### src/rtl/rs_ecc_pkg.sv
package rs_ecc_pkg;
  localparam int SYM_W     = 10;
  localparam int NPAR      = 6;
  localparam int ECC_BYTES = 8;
  localparam int ACC_W     = 2 * SYM_W - 1;
  localparam logic [SYM_W:0] FIELD_POLY = 11'h409;

  typedef logic [SYM_W-1:0] sym_t;
  typedef sym_t [NPAR-1:0] par_t;   // index k = coefficient of x^k
  typedef sym_t [NPAR:0]   gpoly_t;

  // carry-less product followed by reduction, top bit first
  function automatic sym_t gf_mul(sym_t a, sym_t b);
    logic [ACC_W-1:0] acc;
    logic [ACC_W-1:0] aw;
    logic [ACC_W-1:0] pw;
    acc = '0;
    aw  = ACC_W'(a);
    pw  = ACC_W'(FIELD_POLY);
    for (int i = 0; i < SYM_W; i++)
      if (b[i]) acc = acc ^ (aw << i);
    for (int j = ACC_W - 1; j >= SYM_W; j--)
      if (acc[j]) acc = acc ^ (pw << (j - SYM_W));
    return acc[SYM_W-1:0];
  endfunction

  // product of (x + alpha^i) for i = 0 .. NPAR-1
  function automatic gpoly_t gen_poly();
    gpoly_t g;
    sym_t   root;
    g    = '0;
    g[0] = sym_t'(1);
    root = sym_t'(1);
    for (int i = 0; i < NPAR; i++) begin
      for (int k = NPAR; k >= 1; k--)
        g[k] = g[k-1] ^ gf_mul(g[k], root);
      g[0] = gf_mul(g[0], root);
      root = gf_mul(root, sym_t'(2));
    end
    return g;
  endfunction

  function automatic logic [63:0] pack_words(par_t p, logic [3:0] pad);
    return {pad, p[0], p[1], p[2], p[3], p[4], p[5]};
  endfunction

  function automatic par_t unpack_words(logic [63:0] b);
    par_t p;
    for (int k = 0; k < NPAR; k++)
      p[k] = b[(NPAR-1-k)*SYM_W +: SYM_W];
    return p;
  endfunction

  function automatic logic [63:0] bitrev_bytes(logic [63:0] v);
    logic [63:0] r;
    for (int n = 0; n < ECC_BYTES; n++)
      for (int i = 0; i < 8; i++)
        r[8*n + i] = v[8*n + 7 - i];
    return r;
  endfunction
endpackage

### src/rtl/rs_parity_lfsr.sv
module rs_parity_lfsr
  import rs_ecc_pkg::*;
(
  input  logic clk,
  input  logic rst_n,
  input  logic clr,
  input  logic step,
  input  sym_t sym_in,
  output par_t par_o
);
  localparam gpoly_t GEN = gen_poly();

  par_t par_q;
  par_t par_d;
  sym_t fb;

  assign fb = sym_in ^ par_q[NPAR-1];

  for (genvar k = 0; k < NPAR; k++) begin : g_tap
    if (k == 0) begin : g_low
      assign par_d[k] = gf_mul(fb, GEN[k]);
    end else begin : g_mid
      assign par_d[k] = par_q[k-1] ^ gf_mul(fb, GEN[k]);
    end
  end

  always_ff @(posedge clk or negedge rst_n) begin
    if (!rst_n)    par_q <= '0;
    else if (clr)  par_q <= '0;
    else if (step) par_q <= par_d;
  end

  assign par_o = par_q;
endmodule

### src/rtl/rs_seq_ctrl.sv
module rs_seq_ctrl
  import rs_ecc_pkg::*;
#(
  parameter int SECTOR_BYTES = 512,
  localparam int TOTAL = SECTOR_BYTES + ECC_BYTES,
  localparam int CNT_W = $clog2(TOTAL + 1)
) (
  input  logic             clk,
  input  logic             rst_n,
  input  logic             ctl_we,
  input  logic [7:0]       ctl_wdata,
  input  logic             dat_stb,
  output logic             clr_now,
  output logic             mode_gen,
  output logic             acc_stb,
  output logic             data_stb,
  output logic             ecc_stb,
  output logic [2:0]       ecc_idx,
  output logic             page_done,
  output logic [CNT_W-1:0] cnt
);
  logic             cap_en;
  logic [CNT_W-1:0] limit;
  logic [4:0]       ctl_unused;

  assign ctl_unused = ctl_wdata[4:0];
  assign clr_now    = ctl_we && ctl_wdata[7];
  assign limit      = mode_gen ? CNT_W'(SECTOR_BYTES) : CNT_W'(TOTAL);
  assign acc_stb    = dat_stb && cap_en && !clr_now && (cnt < limit);
  assign data_stb   = acc_stb && (cnt < CNT_W'(SECTOR_BYTES));
  assign ecc_stb    = acc_stb && !data_stb;
  assign ecc_idx    = 3'(cnt - CNT_W'(SECTOR_BYTES));
  assign page_done  = (cnt == limit);

  always_ff @(posedge clk or negedge rst_n) begin
    if (!rst_n) begin
      cap_en   <= 1'b0;
      mode_gen <= 1'b0;
      cnt      <= '0;
    end else begin
      if (ctl_we) cap_en <= ctl_wdata[5];
      if (clr_now) begin
        mode_gen <= ctl_wdata[6];
        cnt      <= '0;
      end else if (acc_stb) begin
        cnt <= cnt + 1'b1;
      end
    end
  end
endmodule

### src/rtl/rs_rx_capture.sv
module rs_rx_capture
  import rs_ecc_pkg::*;
(
  input  logic        clk,
  input  logic        rst_n,
  input  logic        clr,
  input  logic        wr,
  input  logic [2:0]  idx,
  input  logic [7:0]  byte_in,
  output logic [63:0] rx_o
);
  for (genvar n = 0; n < ECC_BYTES; n++) begin : g_lane
    logic [7:0] lane_q;
    always_ff @(posedge clk or negedge rst_n) begin
      if (!rst_n)                         lane_q <= '0;
      else if (clr)                       lane_q <= '0;
      else if (wr && idx == 3'(n))        lane_q <= ~byte_in;
    end
    assign rx_o[8*n +: 8] = lane_q;
  end
endmodule

### src/rtl/rs_page_ecc.sv
module rs_page_ecc
  import rs_ecc_pkg::*;
#(
  parameter int SECTOR_BYTES = 512
) (
  input  logic        clk,
  input  logic        rst_n,
  input  logic        ctl_we,
  input  logic [7:0]  ctl_wdata,
  input  logic        dat_stb,
  input  logic [7:0]  dat_byte,
  output logic [63:0] ecc_o,
  output logic [63:0] ecc_n_o,
  output logic [63:0] syn_o,
  output logic [7:0]  chk_o
);
  localparam int TOTAL = SECTOR_BYTES + ECC_BYTES;
  localparam int CNT_W = $clog2(TOTAL + 1);

  logic             clr_now;
  logic             mode_gen;
  logic             acc_stb;
  logic             data_stb;
  logic             ecc_stb;
  logic [2:0]       ecc_idx;
  logic             page_done;
  logic [CNT_W-1:0] seq_cnt;
  par_t             calc_par;
  par_t             stored_par;
  par_t             diff_par;
  logic [63:0]      rx_bytes;
  logic             any_diff;
  logic             err_flag;
  sym_t             in_sym;

  assign in_sym = {2'b00, ~dat_byte};

  rs_seq_ctrl #(.SECTOR_BYTES(SECTOR_BYTES)) u_seq (
    .clk(clk), .rst_n(rst_n), .ctl_we(ctl_we), .ctl_wdata(ctl_wdata),
    .dat_stb(dat_stb), .clr_now(clr_now), .mode_gen(mode_gen),
    .acc_stb(acc_stb), .data_stb(data_stb), .ecc_stb(ecc_stb),
    .ecc_idx(ecc_idx), .page_done(page_done), .cnt(seq_cnt)
  );

  rs_parity_lfsr u_lfsr (
    .clk(clk), .rst_n(rst_n), .clr(clr_now), .step(data_stb),
    .sym_in(in_sym), .par_o(calc_par)
  );

  rs_rx_capture u_rx (
    .clk(clk), .rst_n(rst_n), .clr(clr_now), .wr(ecc_stb),
    .idx(ecc_idx), .byte_in(dat_byte), .rx_o(rx_bytes)
  );

  assign stored_par = unpack_words(rx_bytes);
  assign diff_par   = calc_par ^ stored_par;
  assign any_diff   = |diff_par;
  assign err_flag   = !mode_gen && page_done && any_diff;

  assign ecc_o   = pack_words(calc_par, 4'hF);
  assign ecc_n_o = {4'hF, ~ecc_o[59:0]};
  assign syn_o   = bitrev_bytes(pack_words(diff_par, 4'h0));
  assign chk_o   = {err_flag, 7'b0};
endmodule

### config.mk
export PLATFORM = sky130hd
export DESIGN_NAME = rs_page_ecc
export DESIGN_NICKNAME = d
export VERILOG_FILES = /design/src/rtl/rs_ecc_pkg.sv /design/src/rtl/rs_parity_lfsr.sv /design/src/rtl/rs_seq_ctrl.sv /design/src/rtl/rs_rx_capture.sv /design/src/rtl/rs_page_ecc.sv
export SDC_FILE = /design/constraint.sdc
export NUM_CORES = 1
export LEC_CHECK = 0
export BUFFER_PORTS_ARGS = -buffer_cell sky130_fd_sc_hd__buf_2
export CAP_MARGIN = 30
export CORE_MARGIN = 3
export CORE_UTILIZATION = 35
export CTS_CLUSTER_DIAMETER = 40
export DETAILED_ROUTE_END_ITERATION = 10
export RECOVER_POWER = 100
export SYNTH_ARGS = -nofsm -noshare
export SYNTH_HDL_FRONTEND = slang
export SYNTH_SLANG_ARGS = --single-unit
### constraint.sdc
create_clock -name clk -period 3 [get_ports clk]
set_clock_uncertainty 0.15 [all_clocks]
set_input_delay 0.6 -clock clk [delete_from_list [all_inputs] [get_ports clk]]
set_output_delay 0.6 -clock clk [all_outputs]
set_load 0.01 [all_outputs]
==> results of run 1 <==
## worst max path at each step
| stage | endpoint | slack [ns] | cells after the start |
|---|---|---|---|
| 2_1_floorplan | u_lfsr.par_o[18] | 0.41 | 7 |
| 3_3_place_gp | chk_o[7] | 0.26 | 7 |
| 3_5_place_dp | chk_o[7] | 0.22 | 7 |
| 4_1_cts | chk_o[7] | -0.01 | 7 |
| 5_1_grt | chk_o[7] | -0.1 | 8 |
| 6_report | chk_o[7] | 0.003 | 8 |
## final cells by class
class | instances | area (µm²) | share of cell area, %
Multi-Input combinational cell | 634 | 4270 | 40.3
Sequential cell | 132 | 3320 | 31.3
Timing Repair Buffer | 289 | 1690 | 15.9
Clock buffer | 18 | 439 | 4.15
Tap cell | 280 | 350 | 3.31
Inverter | 74 | 278 | 2.62
Clock inverter | 14 | 248 | 2.34
## routing by layer
layer	share of wire, %	vias to the layer above
met4	1.7	0
met1	45	3597
li1	-	3325
met2	47	298
met3	7.0	32
met5	0	-
## timing repair
item / in CTS / in global routing
pin swaps: 12 / 8
gates resized for setup: 22 / 10
endpoints found under the setup margin: 1 / 1
setup buffers: 7 / 8
## power groups by stage
stage | sequential (mW) | clock, mW | combinational, mW
5_1_grt | 2.62 | 2.56 | 8.75
6_report | 2.60 | 2.46 | 8.20
2_1_floorplan | 2.69 | 0 | 4.72
3_5_place_dp | 2.62 | 0 | 7.84
4_1_cts | 2.59 | 2.48 | 8.10
3_3_place_gp | 2.62 | 0 | 7.84
## cell usage after synthesis, drive strengths merged
cell type  number
nor3            3
and3            3
xor3            1
clkbuf         34
nor4b           2
buf            36
a31oi           1
mux2            1
nand4           7
a21boi          1
xor2           80
mux2i           8
nor2          148
inv            74
a21oi          85
nand2          56
or2             1
o21ai          15
nand3          15
and4b           1
and2            1
xnor3           1
a211oi         23
ha              7
and4            2
dfrtp         132
conb            2
or3             3
nor4           17
xnor2         133
## logic make-up after synthesis
family          count (synthesis)
flops                         132
buf+inv                       144
compound gates                125
mux                             9
fa+ha+maj                       7
other cells                     2
simple gates                  259
xor+xnor                      215
## flip-flops by register name, indices dropped and copies added, names as in the netlist
signal / flops
u_lfsr.par_o: 60
u_seq.cap_en: 1
u_seq.cnt: 10
u_rx.g_lane.lane_q: 60
u_seq.mode_gen: 1
## worst max-delay path, cell delays in order, from the launching register on
cell and delay [ns]:
sky130_fd_sc_hd__dfrtp_1 0.42, sky130_fd_sc_hd__xor2_2 0.20, sky130_fd_sc_hd__nor4_2 0.27, sky130_fd_sc_hd__buf_4 0.17, sky130_fd_sc_hd__nand4_1 0.13, sky130_fd_sc_hd__nor4_2 0.30, sky130_fd_sc_hd__buf_4 0.17, sky130_fd_sc_hd__nor2_4 0.03
sky130_fd_sc_hd__buf_6 0.11
==> impl_summary.log, run 1 <==
[metrics] status: complete, but fails checks
[metrics] failing checks: max-capacitance violations, max-slew violations
[metrics] CP Capture Type: output port
[metrics] reg2reg path depth: 7
[metrics] VDD IR-drop max: around 620 µV
[metrics] Post-Synth Adder-Cell Area: under 10%
[metrics] DR iter-0 viols: 740
[metrics] Post-Syn Instances: just under 900
[metrics] die area: roughly 25,000 µm²
[metrics] effective utilization at floorplan: between 30% and 40%
[metrics] setup TNS: 0 ns
[metrics] share of layout cells above drive strength 1: between 30% and 40%
[metrics] final hold violation count: 0
[metrics] pin count of the biggest net entering global routing: between 100 and 150
[metrics] post-synth top area share: 41.2%
[metrics] final total power: ~13 mW
[metrics] vias in the first global route: between 6,000 and 7,000
[metrics] clock-pin transition on the worst setup and hold timing paths: about 0.06 ns
[metrics] setup repair after global routing missed its margin: yes
[metrics] r2r startpoint: u_lfsr.par_o[58]
[metrics] count of placed standard cells in the final layout, fillers left out: 1,441
[metrics] internal reg-to-reg setup slack: 0.35 ns
[metrics] max_cap viols: 1
[metrics] final antenna-violating net count: 0
[metrics] clock buffers created by TritonCTS: 17
[metrics] hold buffer count at cts: 0
[metrics] fraction of the mapped netlist area in compound gates: approximately 8.6%
[metrics] hold worst-path end: u_seq.cap_en
[metrics] routing usage on met3: about 4.7%
[metrics] fraction of power spent switching nets: between 40 and 50%
[metrics] routed wire length per instance: about 21 µm
[metrics] number of levels the H-tree was split into: 4
[metrics] cells taking the most area after synthesis: sky130_fd_sc_hd__dfrtp_1 41%, sky130_fd_sc_hd__xnor2_1 13%, sky130_fd_sc_hd__xor2_1 8.5%
[metrics] final worst setup slack: about 0.0027 ns
[metrics] post-detailed-route via-to-cell ratio: 5.03
[metrics] share of the core filled with cells: 47.8%
[metrics] clock insertion delay at the later pin of the skew report: between 0.4 and 0.5 ns
[metrics] count of different cell masters after synthesis: 38
[metrics] Vias: just over 7,000
[metrics] area share of and/or/nand/nor cells after synthesis: 13.7%
[metrics] dominant combinational cell family by area after synthesis: XOR/XNOR gates
[metrics] commonest non-fill, non-tap cell in the layout: sky130_fd_sc_hd__buf_2
[metrics] CP Data Arrival Time: about 2.3 ns
[metrics] Comb power frac: 61.9%
[metrics] number of core rows: 54
[metrics] number of antenna violations at the first check in global routing: 0
[metrics] global-route met1 utilization: a little over a third
[metrics] wire length of the first global-routing pass: around 44 mm
[metrics] final count of negative-setup-slack endpoints: 0
[metrics] hold path startpoint: ctl_wdata[5]
[metrics] count of buffers from port buffering: roughly 200
[metrics] worst max-slew margin expressed relative to the limit: -16.6%
[metrics] cell chosen for the clock root: sky130_fd_sc_hd__clkbuf_16
[metrics] weighted congestion at the end of routability-driven global placement: 0.948
[metrics] Peak Freq: roughly 0.33 GHz
[metrics] multiplexer area fraction after synthesis: 1.14%
[metrics] Least-Margin Pin Slew: about 1.7 ns
[metrics] required time worst endpoint: roughly 2.3 ns
[metrics] classification of the worst setup path: reg -> out
[metrics] total routing usage reported by global routing: 24.4%
[metrics] Yosys warning count: 0
[metrics] Filler Cells Inserted: roughly 2,200
[metrics] number of stages on the worst hold path: 2
[metrics] Std-Cell Core Area: 22,200 µm²
[metrics] mapped cell area: about 8000 µm²
[metrics] cell area power density: approximately 1300 nW/µm²
[metrics] Setup crit start kind: register
[metrics] top-level port count: between 200 and 250
[metrics] cell type with the highest aggregate area in the netlist: sky130_fd_sc_hd__dfrtp_1
[metrics] register area share after synthesis: roughly two fifths
[metrics] placed insts: between 1,000 and 1,500
[metrics] final instance area: between 10,000 and 15,000 µm²
[metrics] reg2reg end: u_lfsr.par_o[39]
[metrics] register share of total power: 19.6%
[metrics] CP startpoint: u_rx.g_lane[6].lane_q[3]
[metrics] Post-Synthesis Mean Instance Area: 8.97 µm²
[metrics] minimum period implied by the final worst setup slack: between 2 and 3 ns
[metrics] Seq cells post-synth: 132
[metrics] global routing's busiest layer: met2
[metrics] remaining global-route overflow: 0
[metrics] met2 capacity usage during global routing: between 30% and 40%
[metrics] hold slack: between 0.2 and 0.3 ns
[metrics] post-synthesis to final-layout area growth: 32.3%
[metrics] placed cell areas: approximately 9700 µm²
[metrics] Leak: 5.27 nW
[metrics] post-synthesis xor/xnor area fraction: 26.1%
[metrics] Die Height: roughly 160 µm
[metrics] Final Cycle Share: 99.9%
[metrics] proportion of power drawn by the clock network: between 15 and 20%
[metrics] post-route DRC violation count: 0
[metrics] DRT Pass-1 Iters: 5
[metrics] worst min-delay path class: in -> reg
[metrics] commonest cells after routing, fill and taps aside: 180 x sky130_fd_sc_hd__buf_2, 146 x sky130_fd_sc_hd__nor2_1, 122 x sky130_fd_sc_hd__xnor2_1, 120 x sky130_fd_sc_hd__dfrtp_1, 89 x sky130_fd_sc_hd__buf_4
[metrics] overall routed net length: around 30 mm
[metrics] cell internal power dissipation: around 7.4 mW
[metrics] Detailed Place HPWL: between 20 and 25 mm
[metrics] TritonCTS clock tree: done
[metrics] Setup WS pre-CTS: 0.221 ns
[metrics] ANT cells: 0
[metrics] Pins Over Slew Limit: 63
[metrics] Total Nets Final: 1,175
[metrics] die outline width: about 160 µm
[metrics] CP max FO: 2
[metrics] net switching power: between 5 and 6 mW
[metrics] Clock Tree Buf Depth: 2
[metrics] clock sink count: 132
(Power assumes the default switching activity.)
==> run 2, diff against run 1 <==
==> constraint.sdc (replaced) <==
create_clock -name clk -period 3.2 [get_ports clk]
set_clock_uncertainty 0.15 [all_clocks]
set_input_delay 0.64 -clock clk [delete_from_list [all_inputs] [get_ports clk]]
set_output_delay 0.64 -clock clk [all_outputs]
set_load 0.01 [all_outputs]
==> run 2 against run 1 <==
Net effect: the run still ends with max-capacitance violations, max-slew violations left; flip-flop and latch count stayed put; largest power group unchanged; global-route usage fell by 0.071 points; core utilization is 2.9 points lower; count of clock-buffer cells in the layout rose by 2; total power down 11%; final area fell by 6.0%; clock power down 8.1%; sequential power fell by 5%; highest routed layer unchanged; combinational power is 15% lower; sequential share of layout area grew 1.8 points; critical path type unchanged.
==> impl_summary.log, run 2 (synthesis results as in run 1) <==
[metrics] status: complete, but fails checks
[metrics] failing checks: max-capacitance violations, max-slew violations
[metrics] Pins Over Slew Limit: 37
[metrics] CP Capture Type: output port
[metrics] slowest cell on the critical path: sky130_fd_sc_hd__nor4_1
[metrics] cell area power density: about 1200 nW/µm²
[metrics] count of buffers from port buffering: between 150 and 200
[metrics] TritonCTS clock tree: done
[metrics] clock buffers created by TritonCTS: 17
[metrics] required time worst endpoint: about 2.4 ns
[metrics] CP max FO: 4
[metrics] commonest non-fill, non-tap cell in the layout: sky130_fd_sc_hd__clkbuf_1
[metrics] worst-path cell chain: xor2_1, nor4_1, nand4_1, nor4_4, nor2_1, buf_2
[metrics] final hold violation count: 0
[metrics] max_cap viols: 1
[metrics] met2 capacity usage during global routing: a little under two fifths
[metrics] clock sink count: 132
[metrics] total routing usage reported by global routing: about a quarter
[metrics] number of buffers inserted to repair setup after CTS: 0
[metrics] post-detailed-route via-to-cell ratio: roughly 5
[metrics] routed wire length per instance: around 21 µm
[metrics] DRT Pass-1 Iters: 7
[metrics] die area: about 25,000 µm²
[metrics] VDD IR-drop max: approximately 550 µV
[metrics] effective utilization at floorplan: 36.1%
[metrics] Std-Cell Core Area: 22,200 µm²
[metrics] remaining global-route overflow: 0
[metrics] wire length of the first global-routing pass: approximately 44 mm
[metrics] overall routed net length: 30.1 mm
[metrics] placed insts: ~1,400
[metrics] Vias: 7,146
[metrics] Clock Tree Buf Depth: 2
[metrics] number of levels the H-tree was split into: 4
[metrics] global routing's busiest layer: met2
[metrics] share of the core filled with cells: 44.9%
[metrics] Final Cycle Share: 98.2%
[metrics] final count of negative-setup-slack endpoints: 0
[metrics] pin count of the biggest net entering global routing: between 80 and 90
[metrics] commonest cells after routing, fill and taps aside: 189 x sky130_fd_sc_hd__clkbuf_1, 147 x sky130_fd_sc_hd__nor2_1, 132 x sky130_fd_sc_hd__dfrtp_1, 124 x sky130_fd_sc_hd__xnor2_1, 85 x sky130_fd_sc_hd__a21oi_1
[metrics] CP Data Arrival Time: 2.35 ns
[metrics] Die Height: around 160 µm
[metrics] Detailed Place HPWL: approximately 23 mm
[metrics] setup repair after global routing missed its margin: no
[metrics] number of antenna violations at the first check in global routing: 0
[metrics] worst min-delay path class: in -> reg
[metrics] post-route DRC violation count: 0
[metrics] vias in the first global route: roughly 6,900
[metrics] top-level port count: 220
[metrics] reg2reg path depth: 6
[metrics] DR iter-0 viols: about 660
[metrics] clock insertion delay at the later pin of the skew report: 0.43 ns
[metrics] Least-Margin Pin Slew: around 1.5 ns
[metrics] setup TNS: 0 ns
[metrics] global-route met1 utilization: between 30 and 40%
[metrics] worst max-slew margin expressed relative to the limit: -1.98%
[metrics] Leak: ~4.6 nW
[metrics] clock-pin transition on the worst setup and hold timing paths: 0.06 ns
[metrics] routing usage on met3: 5.33%
[metrics] ANT cells: 0
[metrics] final antenna-violating net count: 0
[metrics] cell chosen for the clock root: sky130_fd_sc_hd__clkbuf_16
[metrics] weighted congestion at the end of routability-driven global placement: a little over 0.9
[metrics] post-synthesis to final-layout area growth: 24.3%
[metrics] minimum period implied by the final worst setup slack: between 3 and 4 ns
[metrics] CP peak stage delay: roughly 0.5 ns
[metrics] number of stages on the worst hold path: 3
[metrics] classification of the worst setup path: reg -> out
[metrics] number of core rows: 54
[metrics] die outline width: between 150 and 200 µm
[metrics] Total Nets Final: about 1,200
[metrics] count of placed standard cells in the final layout, fillers left out: approximately 1,400
[metrics] Setup crit start kind: register
[metrics] share of layout cells above drive strength 1: between 10% and 20%
[metrics] Filler Cells Inserted: 2,327
[metrics] internal reg-to-reg setup slack: about 0.17 ns
[metrics] Peak Freq: 0.318 GHz
[run 2: cell count changes in the layout (fill, tap and decap cells not counted), moves of 12 or more]
cell                       before  now
sky130_fd_sc_hd__dfrtp_1      120  132
sky130_fd_sc_hd__clkbuf_1      15  189
sky130_fd_sc_hd__buf_2        180   40
sky130_fd_sc_hd__dfrtp_2       12    0
sky130_fd_sc_hd__buf_4         89   32
[run 2: where the power goes]
part | internal (mW) | total, mW | leakage (nW) | switching, mW
clock | 1.48 | 2.26 | 0.324 | 0.773
sequential | 1.98 | 2.48 | 1.77 | 0.497
combinational | 2.90 | 7.00 | 2.51 | 4.10
total | 6.36 | 11.7 | 4.61 | 5.37
[run 2: what timing repair did]
action,in CTS,in global routing
endpoints found under the setup margin,1,1
cloned,0,0
resized for setup,1,8
hold buffers,1,0
pin swaps,0,1
endpoints found under the hold margin,25,0
[run 2: final timing paths]
check                                    startpoint                        to
max                                u_lfsr.par_o[36]                  chk_o[7]
min                                    ctl_wdata[6]            u_seq.mode_gen
max reg2reg                        u_lfsr.par_o[52]          u_lfsr.par_o[18]
min reg2reg                u_rx.g_lane[3].lane_q[1]  u_rx.g_lane[3].lane_q[1]
max in group asynchronous                     rst_n          u_lfsr.par_o[20]
min in group asynchronous                     rst_n  u_rx.g_lane[0].lane_q[4]
[run 2: cell type report]
cell class / instances / area [µm²] / area share, %
clock buffers: 20 / 447 / 4.48
clock inverters: 12 / 228 / 2.29
repair buffers: 264 / 1190 / 11.9
inverters: 74 / 278 / 2.79
well taps: 280 / 350 / 3.52
multi-input cells: 634 / 4170 / 41.8
flip-flops and latches: 132 / 3300 / 33.2
[run 2: routing by layer]
| layer | vias up | share of wire, % |
|---|---|---|
| met1 | 3500 | 44 |
| met5 | - | 0 |
| met3 | 39 | 9.0 |
| met2 | 339 | 45 |
| met4 | 0 | 2.3 |
| li1 | 3268 | - |
[run 2: worst max-delay path: cells and delay by family (launching register included)]
family / cells / cell delay (ns)
and+or+nand+nor: 4 / 1.09
buffers and inverters: 1 / 0.14
DFF: 1 / 0.47
xor gates and xnor gates: 1 / 0.22
[run 2: per-stage QoR]
step | hold slack (ns) | area (µm²) | worst slack [ns] | total power, mW
2_1_floorplan | 0.194 | 8070 | 0.570 | 6.94
3_5_place_dp | 0.372 | 9600 | 0.258 | 9.73
5_1_grt | 0.275 | 9960 | 0.00203 | 12.4
3_3_place_gp | 0.362 | 9600 | 0.303 | 9.73
4_1_cts | 0.267 | 10300 | 0.00816 | 12.1
6_report | 0.273 | 9960 | 0.0561 | 11.7
